[src/rtl/sdma_pkg.sv]
package sdma_pkg;
  typedef enum logic [2:0] {
    S_IDLE, S_FETCH, S_MRD, S_TX, S_RX, S_MWR, S_WB, S_DONE
  } sdma_state_e;

  localparam int ST_HOLD_BIT  = 31;
  localparam int ST_LAST_BIT  = 2;
  localparam int RAW_DATA_BIT = 3;
  localparam int RAW_DMA_BIT  = 16;
  localparam int DST_TX_BIT   = 0;
  localparam int DST_RX_BIT   = 1;
  localparam int DST_SUM_BIT  = 8;
endpackage

[src/rtl/sdma_len_clamp.sv]
module sdma_len_clamp #(
  parameter int CNT_W     = 32,
  parameter int MAX_BYTES = 8192
) (
  input  logic [CNT_W-1:0] size_i,
  input  logic [CNT_W-1:0] rem_i,
  output logic [CNT_W-1:0] len_o
);
  localparam logic [CNT_W-1:0] MaxL = CNT_W'(MAX_BYTES);
  logic [CNT_W-1:0] clamped;

  always_comb begin
    clamped = (size_i == '0 || size_i > MaxL) ? MaxL : size_i;
    len_o   = (rem_i < clamped) ? rem_i : clamped;
  end
endmodule

[src/rtl/sdma_chunk_cnt.sv]
module sdma_chunk_cnt #(
  parameter int CHUNK_BYTES = 1024,
  localparam int CW = $clog2(CHUNK_BYTES + 1)
) (
  input  logic          clk_i,
  input  logic          rst_ni,
  input  logic          byte_i,
  input  logic          flush_i,
  output logic          dec_valid_o,
  output logic [CW-1:0] dec_bytes_o
);
  logic [CW-1:0] cnt_q;
  logic [CW-1:0] cnt_nxt;

  assign cnt_nxt = cnt_q + CW'(1);

  always_ff @(posedge clk_i or negedge rst_ni) begin
    if (!rst_ni) begin
      cnt_q       <= '0;
      dec_valid_o <= 1'b0;
      dec_bytes_o <= '0;
    end else begin
      dec_valid_o <= 1'b0;
      if (byte_i) begin
        if (cnt_nxt == CW'(CHUNK_BYTES) || flush_i) begin
          dec_valid_o <= 1'b1;
          dec_bytes_o <= cnt_nxt;
          cnt_q       <= '0;
        end else begin
          cnt_q <= cnt_nxt;
        end
      end
    end
  end
endmodule

[src/rtl/sdma_engine.sv]
module sdma_engine #(
  parameter int ADDR_W         = 32,
  parameter int CNT_W          = 32,
  parameter int MAX_DESC_BYTES = 8192,
  parameter int CHUNK_BYTES    = 1024,
  localparam int CHUNK_W       = $clog2(CHUNK_BYTES + 1)
) (
  input  logic               clk_i,
  input  logic               rst_ni,
  input  logic               start_i,
  input  logic               dir_wr_i,
  input  logic               dma_en_i,
  input  logic [CNT_W-1:0]   byte_count_i,
  input  logic [CNT_W-1:0]   block_size_i,
  input  logic [ADDR_W-1:0]  desc_base_i,
  input  logic               card_data_rdy_i,
  output logic               mem_req_o,
  output logic               mem_we_o,
  output logic [ADDR_W-1:0]  mem_addr_o,
  output logic [31:0]        mem_wdata_o,
  input  logic               mem_gnt_i,
  input  logic [31:0]        mem_rdata_i,
  output logic               card_tx_valid_o,
  output logic [7:0]         card_tx_data_o,
  input  logic               card_tx_ready_i,
  input  logic               card_rx_valid_i,
  input  logic [7:0]         card_rx_data_i,
  output logic               card_rx_ready_o,
  output logic               xfer_dec_valid_o,
  output logic [CHUNK_W-1:0] xfer_dec_bytes_o,
  output logic [31:0]        raw_set_o,
  output logic [9:0]         dma_stat_set_o,
  output logic               busy_o
);
  import sdma_pkg::*;

  sdma_state_e        state_q;
  logic [1:0]         widx_q;
  logic [ADDR_W-1:0]  desc_addr_q;
  logic [31:0]        d_status_q;
  logic [CNT_W-1:0]   d_size_q;
  logic [ADDR_W-3:0]  d_buf_q;
  logic [ADDR_W-1:0]  d_next_q;
  logic [CNT_W-1:0]   rem_q;
  logic [CNT_W-1:0]   mv_len_q;
  logic [CNT_W-1:0]   off_q;
  logic [31:0]        word_q;
  logic               wr_dir_q;

  logic [CNT_W-1:0]   len_calc;
  logic [CNT_W-1:0]   off_inc;
  logic [CNT_W-1:0]   off_prev;
  logic [ADDR_W-1:0]  buf_base;
  logic [1:0]         lane;
  logic               tx_fire, rx_fire, last_byte, start_ok;

  sdma_len_clamp #(.CNT_W(CNT_W), .MAX_BYTES(MAX_DESC_BYTES)) u_clamp (
    .size_i(d_size_q), .rem_i(rem_q), .len_o(len_calc)
  );

  assign off_inc   = off_q + CNT_W'(1);
  assign off_prev  = off_q - CNT_W'(1);
  assign buf_base  = {d_buf_q, 2'b00};
  assign lane      = off_q[1:0];
  assign tx_fire   = (state_q == S_TX) && card_tx_ready_i;
  assign rx_fire   = (state_q == S_RX) && card_rx_valid_i;
  assign last_byte = (off_inc == mv_len_q);
  assign start_ok  = start_i && dma_en_i && byte_count_i != '0 && block_size_i != '0 &&
                     (dir_wr_i || card_data_rdy_i);

  sdma_chunk_cnt #(.CHUNK_BYTES(CHUNK_BYTES)) u_chunk (
    .clk_i, .rst_ni,
    .byte_i(tx_fire || rx_fire),
    .flush_i(last_byte),
    .dec_valid_o(xfer_dec_valid_o),
    .dec_bytes_o(xfer_dec_bytes_o)
  );

  always_comb begin
    mem_req_o   = 1'b0;
    mem_we_o    = 1'b0;
    mem_addr_o  = desc_addr_q;
    mem_wdata_o = word_q;
    unique case (state_q)
      S_FETCH: begin
        mem_req_o  = 1'b1;
        mem_addr_o = desc_addr_q + ADDR_W'({widx_q, 2'b00});
      end
      S_MRD: begin
        mem_req_o  = 1'b1;
        mem_addr_o = buf_base + ADDR_W'({off_q[CNT_W-1:2], 2'b00});
      end
      S_MWR: begin
        mem_req_o  = 1'b1;
        mem_we_o   = 1'b1;
        mem_addr_o = buf_base + ADDR_W'({off_prev[CNT_W-1:2], 2'b00});
      end
      S_WB: begin
        mem_req_o   = 1'b1;
        mem_we_o    = 1'b1;
        mem_wdata_o = d_status_q & ~(32'd1 << ST_HOLD_BIT);
      end
      default: ;
    endcase
  end

  assign card_tx_valid_o = (state_q == S_TX);
  assign card_tx_data_o  = word_q[{lane, 3'b000} +: 8];
  assign card_rx_ready_o = (state_q == S_RX);
  assign busy_o          = (state_q != S_IDLE);

  always_ff @(posedge clk_i or negedge rst_ni) begin
    if (!rst_ni) begin
      state_q        <= S_IDLE;
      widx_q         <= '0;
      desc_addr_q    <= '0;
      d_status_q     <= '0;
      d_size_q       <= '0;
      d_buf_q        <= '0;
      d_next_q       <= '0;
      rem_q          <= '0;
      mv_len_q       <= '0;
      off_q          <= '0;
      word_q         <= '0;
      wr_dir_q       <= 1'b0;
      raw_set_o      <= '0;
      dma_stat_set_o <= '0;
    end else begin
      raw_set_o      <= '0;
      dma_stat_set_o <= '0;
      unique case (state_q)
        S_IDLE: if (start_ok) begin
          state_q     <= S_FETCH;
          widx_q      <= '0;
          desc_addr_q <= desc_base_i;
          rem_q       <= byte_count_i;
          wr_dir_q    <= dir_wr_i;
        end
        S_FETCH: if (mem_gnt_i) begin
          widx_q <= widx_q + 2'd1;
          unique case (widx_q)
            2'd0: d_status_q <= mem_rdata_i;
            2'd1: d_size_q   <= CNT_W'(mem_rdata_i);
            2'd2: d_buf_q    <= mem_rdata_i[ADDR_W-1:2];
            default: begin
              d_next_q <= ADDR_W'(mem_rdata_i);
              mv_len_q <= len_calc;
              off_q    <= '0;
              word_q   <= '0;
              state_q  <= wr_dir_q ? S_MRD : S_RX;
            end
          endcase
        end
        S_MRD: if (mem_gnt_i) begin
          word_q  <= mem_rdata_i;
          state_q <= S_TX;
        end
        S_TX: if (card_tx_ready_i) begin
          off_q <= off_inc;
          if (last_byte)           state_q <= S_WB;
          else if (lane == 2'd3)   state_q <= S_MRD;
        end
        S_RX: if (card_rx_valid_i) begin
          word_q[{lane, 3'b000} +: 8] <= card_rx_data_i;
          off_q <= off_inc;
          if (last_byte || lane == 2'd3) state_q <= S_MWR;
        end
        S_MWR: if (mem_gnt_i) begin
          word_q  <= '0;
          state_q <= (off_q == mv_len_q) ? S_WB : S_RX;
        end
        S_WB: if (mem_gnt_i) begin
          rem_q <= rem_q - mv_len_q;
          if (d_status_q[ST_LAST_BIT] || rem_q == mv_len_q) begin
            state_q <= S_DONE;
          end else begin
            desc_addr_q <= d_next_q;
            widx_q      <= '0;
            state_q     <= S_FETCH;
          end
        end
        S_DONE: begin
          raw_set_o[RAW_DATA_BIT]     <= 1'b1;
          raw_set_o[RAW_DMA_BIT]      <= 1'b1;
          dma_stat_set_o[DST_SUM_BIT] <= 1'b1;
          dma_stat_set_o[DST_TX_BIT]  <= wr_dir_q;
          dma_stat_set_o[DST_RX_BIT]  <= !wr_dir_q;
          state_q                     <= S_IDLE;
        end
        default: state_q <= S_IDLE;
      endcase
    end
  end
endmodule

[config.mk]
export PLATFORM = sky130hd
export DESIGN_NAME = sdma_engine
export DESIGN_NICKNAME = d
export VERILOG_FILES = /design/src/rtl/sdma_pkg.sv /design/src/rtl/sdma_len_clamp.sv /design/src/rtl/sdma_chunk_cnt.sv /design/src/rtl/sdma_engine.sv
export SDC_FILE = /design/constraint.sdc
export NUM_CORES = 1
export LEC_CHECK = 0
export ABC_AREA = 1
export BUFFER_PORTS_ARGS = -buffer_cell sky130_fd_sc_hd__buf_4
export CORE_ASPECT_RATIO = 1.75
export CORE_UTILIZATION = 45
export DETAILED_ROUTE_END_ITERATION = 8
export GPL_ROUTABILITY_DRIVEN = 0
export PLACE_DENSITY = 0.75
export SLEW_MARGIN = 15
export SYNTH_ARGS = -nofsm -noshare
export SYNTH_HDL_FRONTEND = slang
export SYNTH_SLANG_ARGS = --single-unit
export TNS_END_PERCENT = 20
[constraint.sdc]
create_clock -name clk_i -period 5.25 [get_ports clk_i]
set_input_delay 0.7875 -clock clk_i [delete_from_list [all_inputs] [get_ports clk_i]]
set_output_delay 0.7875 -clock clk_i [all_outputs]
set_load 0.01 [all_outputs]
==> out/metrics.cfg, run 1 <==
[placed_design]
dp.cells=3964
hpwl_um=59750
pre_cts_ws_ps=235.0
io_buffers=238

[worst_setup_path]
cp.arrival_ps=4330
rr_startpoint=state_q[0]
r2r-end=word_q[1]
start_kind=flip-flop
worstSetupPathType=flip-flop to output port
crit_start=state_q[1]
reg2reg_depth=14
crit_path_max_fanout=5
rrSetupSlack_ps=1270
worstSetupEndpoint=mem_addr_o[21]
worstPathRequired_ps=4460
endpoint_kind=output port

[clocking]
clk_path_buf_depth=3
root_buffer=clkbuf_16
cts-hold-fix-buffers=0
clkLatencyLatePin_ps=590
tritoncts=done
numCtsBuffers=31
cts_max_level=1
clock_sink_count=317
path_clk_slew_ps=70

[logic_synthesis]
ys_top_cells_by_area=dfrtp_1 (35%), nand2_1 (13%), o21ai_0 (7.3%), ha_1 (6.0%), inv_1 (5.2%)
ys.flop_type=dfrtp_1
ys_seq_area_frac=0.3532
synth_area_leader_cell=dfrtp_1
synthDistinctLibCells=59
yosys-top-cells-count=nand2_1 (759), o21ai_0 (328), dfrtp_1 (317)
async_reset_ff_frac=1.000
ys_ff_latch=317
synthesis.area_um2=22460
synth_edf_count=0
synth_area_per_cell_um2=7.128
synthCells=3151
yosysMostFrequentCell=nand2_1
yosysWarnings=0
post-synth-top-area-fraction=0.3532

[cells_and_area]
diodes=0
syn_to_final_growth_pct=16.83
nets=3615
final_cells=4044
drive_gt1_frac=0.1460

[floorplan]
die-area_um2=50840
num_rows=108
io_pins=276
die_w_um=170.9
start_util=0.4541
core_region_area_um2=49460
die_h_um=297.5

[route]
vias=23280
drtIter0Drc=1902
drc=0
wl_per_cell_um=19.49
vias_per_cell=5.756
first_pass_iters=6
routed_wl_um=78810
ant_nets=0

[sta]
hold_viol_final=0
setup_violations=0
setup_ws_ps=128.6
drv_slew=0
max_clock_freq_ghz=0.1953
worst_slew_pin_slew_ps=1138
rsz0062_at_grt=yes
relSlewSlack=0.2315
post-route-min-period_ps=5121
finalCritPeriodShare=0.9755
fin_skew_ps=14.06

[min_path]
hold_path.class=input pin to asynchronous set/reset pin

[outcome]
outcome=completed

[global_routing]
gr-usage-all-layers=0.3093
grt_pass1_wl_um=121300
grt_overflow=0
grt_max_degree=136
grt_pass1_vias=22050
antenna_found_initial=0

[power]
p_leak_uw=0.01269
irDropWorstVdd_mv=0.3248
totalPowerFinal_uw=15550
powerDensity_nw_per_um2=592.8

[run]
cap_violations=0

-- metrics by stage --
| step | util | hold WS (ps) | TNS (ps) | area [µm²] |
|---|---|---|---|---|
| 6_report | 0.5305 | 208.8 | 0 | 26240 |
| 5_1_grt | 0.5305 | 296.9 | -402.9 | 26240 |
| 4_1_cts | 0.5255 | 274.4 | -17.20 | 25990 |
| 3_5_place_dp | 0.5003 | 460.3 | 0 | 24740 |
| 3_3_place_gp | 0.5003 | 454.5 | 0 | 24740 |
| 2_1_floorplan | - | 443.8 | 0 | 22660 |
-- metal layers --
| metal | track usage | wire length, µm | up-vias |
|---|---|---|---|
| li1 | - | - | 10940 |
| met1 | 0.3545 | 28180 | 10810 |
| met2 | 0.5224 | 38170 | 1176 |
| met3 | 0.03898 | 5630 | 357 |
| met4 | 0.2294 | 6819 | 0 |
| met5 | 0 | 0 | - |
-- cells in the final DEF (no fill, tap or decap), drive strengths merged, types with 8 or more instances in the layout --
cell type  count
or2           42
o21a          12
nor3          66
xnor2         19
nand3        188
a31oi         23
clkbuf        43
a21oi        161
xor2          74
buf          295
a22oi         25
o21ai        329
inv          327
a21o           8
o22ai         49
o221ai        14
o211ai        48
dfrtp        317
nand4         55
nor4          41
ha           107
nand2        768
conb          55
nor2         260
clkinv        11
-- area by class of cell --
| class | instances | area, µm² |
|---|---|---|
| fill | 4817 | 23220 |
| multi-input combinational | 2388 | 12950 |
| sequential | 317 | 7939 |
| timing repair buffer | 295 | 2247 |
| inverter | 327 | 1227 |
| clock buffer | 43 | 890.9 |
| tap | 660 | 825.8 |
| clock inverter | 14 | 156.4 |
-- registers in the layout, indices dropped and copies added, names as in the netlist --
signal and cells:
d_next_q 32, d_size_q 32, desc_addr_q 32, mv_len_q 32, off_q 32, rem_q 32
word_q 32, d_status_q 31, d_buf_q 30, u_chunk.cnt_q 11, u_chunk.dec_bytes_o 11, dma_stat_set_o 3
state_q 3, widx_q 2, u_chunk.dec_valid_o 1, wr_dir_q 1
-- report_power, final --
part           internal [µW]  total [µW]  switching, µW  leakage [µW]
sequential              3420        4390            973       0.00407
combinational           3180        8810           5630       0.00810
clock                   1330        2350           1020      0.000525
total                   7930       15600           7620        0.0127
-- timing repair --
item                       in CTS  in global routing
buffers inserted               11                 12
pin swaps                      11                 21
gates resized for setup        26                 43
setup endpoints to repair      14                 16
-- critical path: stages (launching register included) --
cell and delay [ps]:
dfrtp_1 400, inv_2 80, nand2_4 70, nor2_4 110
buf_4 120, inv_2 40, nor3_4 210, nand4_1 140
buf_4 190, nor2_2 130, nand3_2 120, xor2_1 190
ha_1 340, nand2_1 130, nor2_1 120, inv_1 100
nor3_4 180, a21oi_1 110, inv_1 80, a21oi_1 80
or2_2 280, nand3_1 60, o311ai_0 230, buf_4 230
-- worst min path at each step --
stage | to | depth (start not counted)
4_1_cts | rem_q[20] | 1
3_5_place_dp | u_chunk.dec_bytes_o[7] | 2
5_1_grt | rem_q[14] | 1
6_report | rem_q[14] | 1
3_3_place_gp | u_chunk.dec_bytes_o[2] | 2
2_1_floorplan | dma_stat_set_o[1] | 1
-- kinds of logic after synthesis --
kind of cell               count (synthesis)  synth area share
and+or+nand+nor                         1433            0.2786
AOI/OAI and AO/OA                        697            0.1764
buffers and inverters                    499           0.09292
DFF                                      317            0.3532
adders and majority gates                110           0.06228
xor gates and xnor gates                  93           0.03627
other                                      2         0.0003344
(Power assumes the default switching activity.)
==> run 2: changes to the inputs <==
--- a/config.mk
+++ b/config.mk
@@ -6,7 +6,7 @@
 export NUM_CORES = 1
 export LEC_CHECK = 0
 export ABC_AREA = 1
-export BUFFER_PORTS_ARGS = -buffer_cell sky130_fd_sc_hd__buf_4
+export BUFFER_PORTS_ARGS = -buffer_cell sky130_fd_sc_hd__buf_2
 export CORE_ASPECT_RATIO = 1.75
 export CORE_UTILIZATION = 45
 export DETAILED_ROUTE_END_ITERATION = 8
==> out/metrics.cfg, run 2 (synthesized netlist as in run 1, its figures left out) <==
[outcome]
outcome=completed

[floorplan]
die_h_um=297.5
num_rows=108
die-area_um2=50840
start_util=0.4541
io_pins=276
die_w_um=170.9
core_region_area_um2=49460

[route]
routed_wl_um=78170
ant_nets=0
vias_per_cell=5.711
wl_per_cell_um=19.34
drc=0
first_pass_iters=7
drtIter0Drc=2029
vias=23090

[global_routing]
antenna_found_initial=2
gr-usage-all-layers=0.3064
grt_pass1_vias=22130
grt_pass1_wl_um=120500
grt_overflow=0
grt_max_degree=108

[clocking]
clkLatencyLatePin_ps=600
path_clk_slew_ps=70
cts_max_level=1
clock_sink_count=317
clk_path_buf_depth=3
numCtsBuffers=31
root_buffer=clkbuf_16
tritoncts=done

[worst_setup_path]
worstSetupPathType=flip-flop to output port
endpoint_kind=output port
crit_chain=inv_1 > ha_2 > inv_2 > nor3_4 > nand4_1 > buf_4 > nor3_2 > xor2_1 > ha_1 > nand2_1 > o21ai_1 > inv_1 > o221ai_1 > buf_4 > a21oi_1 > inv_1 > a21oi_1 > or2_2 > nand3_1 > o311ai_0 > buf_2
start_kind=flip-flop
crit_path_max_fanout=6
slowest_delay_ps=470
crit_path_frequent_cell=inv_1
worstPathRequired_ps=4460
cp_slowest_cell=dfrtp_2
cp.arrival_ps=4410

[cells_and_area]
diodes=0
multi_input_area_um2=13030
drive_gt1_frac=0.1499
fill_cells=4916
syn_to_final_growth_pct=14.40
mostFrequentLayoutCell=nand2_1
regArea_um2=7936
nets=3615
final_cell_mix=nand2_1 (753), o21ai_0 (321), dfrtp_1 (314), inv_1 (310), buf_2 (236)
stdcell_area_um2=25690

[power]
irDropWorstVdd_mv=0.4770
seqPwrFrac=0.286
power_frac_comb=0.560
p_sw_uw=7587
p_leak_uw=0.01252
switching_share=0.4969
powerDensity_nw_per_um2=594.3
p_int_uw=7682
power_frac_clock=0.153

[run]
cap_violations=0

[sta]
hold_viol_final=0
setup_violations=0
max_clock_freq_ghz=0.1925
rsz0062_at_grt=yes
relSlewSlack=0.2282
finalCritPeriodShare=0.9897
setup_ws_ps=54.00
drv_slew=0
fin_skew_ps=20.02
post-route-min-period_ps=5196
hold_slack_ps=222.5
worst_slew_pin_slew_ps=1143

[placed_design]
placed_area_um2=24140
io_buffers=238
hpwl_um=59530
pre_cts_ws_ps=242.7

[min_path]
hold_path.class=input pin to asynchronous set/reset pin

==> run 2: repair_timing <==
action                                  in CTS  in global routing
pin swaps                                   13                 27
gates resized for setup                     25                 61
hold buffers                                 0                  0
setup buffers                               12                  9
endpoints found under the setup margin      13                 14
==> run 2: critical path: cells and delay by family, from the launching register on <==
family,cells,cell delay [ps]
AND/OR/NAND/NOR,6,980
buffers and inverters,7,940
AO/OA/AOI/OAI,5,750
adder cells (fa/ha/maj),2,550
flip-flops,1,470
XOR/XNOR,1,110
==> run 2: area by class of cell <==
cell class | count | area share
Multi-Input combinational cell | 2388 | 0.5073
Sequential cell | 317 | 0.3089
Timing Repair Buffer | 295 | 0.06365
Inverter | 327 | 0.04777
Clock buffer | 42 | 0.03414
Tap cell | 660 | 0.03214
Clock inverter | 14 | 0.006136
==> run 2: worst paths after layout <==
check	start	end	slack, ps	cells past startpoint
min	rst_ni	rem_q[18]	220	1
max in group asynchronous	rst_ni	d_buf_q[10]	3540	2
min in group clk_i	dir_wr_i	wr_dir_q	450	3
max	off_q[0]	mem_addr_o[19]	50	21
min reg2reg	u_chunk.dec_bytes_o[9]	u_chunk.dec_bytes_o[9]	460	2
max reg2reg	d_size_q[14]	mv_len_q[25]	1040	21
==> run 2: through the flow <==
stage                 util  TNS, ps  instances  total power, µW
floorplan                -        0       3204             9741
global placement    0.4881        0       3966            12320
detailed placement  0.4881        0       3966            12470
CTS                 0.5133   -19.06       4034            14950
global route        0.5195   -422.6       4043            16390
finish              0.5195        0       4043            15270
==> run 2: power by group through the flow <==
stage | clock, µW | sequential, µW | combinational, µW
6_report | 2340 | 4370 | 8560
5_1_grt | 2460 | 4460 | 9470
4_1_cts | 2370 | 4330 | 8240
3_5_place_dp | 0 | 4370 | 8090
3_3_place_gp | 0 | 4340 | 7980
2_1_floorplan | 0 | 4000 | 5740
==> run 2: metal layers <==
metal  up-vias  global-route usage  wire (µm)
met2      1184              0.5205      38050
met4         0              0.2275       6753
met1     10650              0.3480      27980
met3       350             0.03965       5397
li1      10900                   -          -
met5         -                   0          0
==> run 3: changes to the inputs <==
==> constraint.sdc (replaced) <==
create_clock -name clk_i -period 5.6 [get_ports clk_i]
set_input_delay 0.84 -clock clk_i [delete_from_list [all_inputs] [get_ports clk_i]]
set_output_delay 0.84 -clock clk_i [all_outputs]
set_load 0.01 [all_outputs]
==> out/metrics.cfg, run 3 (synthesized netlist as in run 1, its figures left out) <==
[sta]
post-route-min-period_ps=5488
max_clock_freq_ghz=0.1822
fin_setup_tns_ps=0
drv_slew=0
rsz0062_at_grt=yes
fin_skew_ps=30.38
setup_violations=0
hold_viol_final=0
relSlewSlack=0.2313
finalCritPeriodShare=0.9799
worst_slew_pin_slew_ps=1153

[cells_and_area]
mostFrequentLayoutCell=nand2_1
fin_util=0.5141
final_cell_mix=nand2_1 (758), o21ai_0 (327), dfrtp_1 (314), inv_1 (311), nor2_1 (240)
syn_to_final_growth_pct=13.22
nets=3591
drive_gt1_frac=0.1327

[floorplan]
io_pins=276
die_h_um=297.5
die_w_um=170.9
die-area_um2=50840
start_util=0.4541
num_rows=108
core_region_area_um2=49460

[route]
vias_per_cell=5.738
vias=23080
wl_per_cell_um=19.38
ant_nets=0
drc=0
routed_wl_um=77960
first_pass_iters=8
drtIter0Drc=2013

[placed_design]
hpwl_um=59220
io_buffers=238

[min_path]
hold_path.class=input pin to asynchronous set/reset pin

[worst_setup_path]
crit_path_max_fanout=6
endpoint_kind=output port
start_kind=flip-flop
worstSetupPathType=flip-flop to output port
worstPathRequired_ps=4760
cp.arrival_ps=4650

[global_routing]
antenna_found_initial=3
grt_overflow=0
gr-usage-all-layers=0.3039
grt_pass1_wl_um=119300
grt_max_degree=117
grt_pass1_vias=21900

[clocking]
numCtsBuffers=35
root_buffer=clkbuf_16
clk_path_buf_depth=3
tritoncts=done
clkLatencyLatePin_ps=550
cts_max_level=2
clock_sink_count=317
path_clk_slew_ps=60

[power]
seqPwrFrac=0.284
powerDensity_nw_per_um2=566.8
irDropWorstVdd_mv=0.3969
totalPowerFinal_uw=14410
p_sw_uw=7132
switching_share=0.4949
power_frac_comb=0.544
power_frac_clock=0.172
p_int_uw=7280
p_leak_uw=0.01243

[run]
cap_violations=0

[outcome]
outcome=completed

[run 3: changes by cell type in the layout (fill, tap and decap cells not counted), sizes merged]
| cell | previous run | this run |
|---|---|---|
| inv | 327 | 331 |
| buf | 295 | 267 |
| clkinv | 9 | 6 |
| diode | 0 | 1 |
| clkbuf | 42 | 44 |
| clkinvlp | 2 | 4 |
| bufinv | 3 | 4 |
[run 3: per-stage QoR]
stage | setup WS, ps | hold slack (ps) | cells | instance area, µm²
final | 112.4 | 342.0 | 4022 | 25430
after global routing | -75.06 | 436.6 | 4021 | 25430
after CTS | 18.50 | 419.4 | 4016 | 25290
after detailed placement | 529.2 | 453.4 | 3954 | 24060
after global placement | 593.7 | 447.9 | 3954 | 24060
after floorplan | 751.7 | 443.8 | 3204 | 22660
[run 3: repair_timing]
item / CTS / global route
buffers inserted: 0 / 5
setup endpoints to repair: 3 / 13
pin swaps: 0 / 7
hold buffers: 0 / 0
resized for setup: 4 / 23
[run 3: area by class of cell]
cell class | instances | area (µm²)
fillers | 4899 | 24030
multi-input cells | 2388 | 12800
flip-flops and latches | 317 | 7936
repair buffers | 267 | 1431
inverters | 327 | 1227
clock buffers | 44 | 979.7
well taps | 660 | 825.8
clock inverters | 18 | 229.0
diodes | 1 | 2.502
[run 3: final timing paths]
kind	end	cells past startpoint	start	slack, ps
max reg2reg	mv_len_q[25]	19	d_size_q[14]	1180
max	mem_addr_o[28]	24	state_q[1]	110
min in group clk_i	u_chunk.dec_bytes_o[9]	2	u_chunk.dec_bytes_o[9]	460
min	rem_q[23]	1	rst_ni	340
max in group asynchronous	state_q[2]	2	rst_ni	3930
min reg2reg	u_chunk.dec_bytes_o[9]	2	u_chunk.dec_bytes_o[9]	460
[run 3: power groups by stage]
stage	logic (µW)	clock network [µW]	registers, µW
2_1_floorplan	5390	0	3750
4_1_cts	7650	2500	4060
3_3_place_gp	7470	0	4070
6_report	7840	2480	4100
3_5_place_dp	7570	0	4090
5_1_grt	8690	2580	4170
[run 3: per-layer routing]
metal  share of wire  track usage  vias to the layer above  routed length (µm)
li1                -            -                    10870                   -
met1            0.36       0.3412                    10660               28030
met2            0.48       0.5139                     1191               37640
met3           0.071      0.04577                      348                5561
met4           0.086       0.2296                        4                6696
met5         0.00035            0                        -                  27
[run 3: critical path, stage by stage, from the launching register on]
cell and delay [ps]:
dfrtp_1 430, inv_1 110, nand2_2 100, nor2_4 140, nand2_1 130, nor2_4 160, nand3_2 120, nor4_4 290
nand3_2 140, nor2_4 140, nand3_4 100, nor2_4 110, nand2_1 90, xor2_1 160, ha_1 350, a21oi_2 170
inv_1 70, a21oi_2 140, inv_1 50, a221oi_1 270, o211ai_1 190, or2_2 310, nand3_1 90, nand3_1 120
buf_2 160
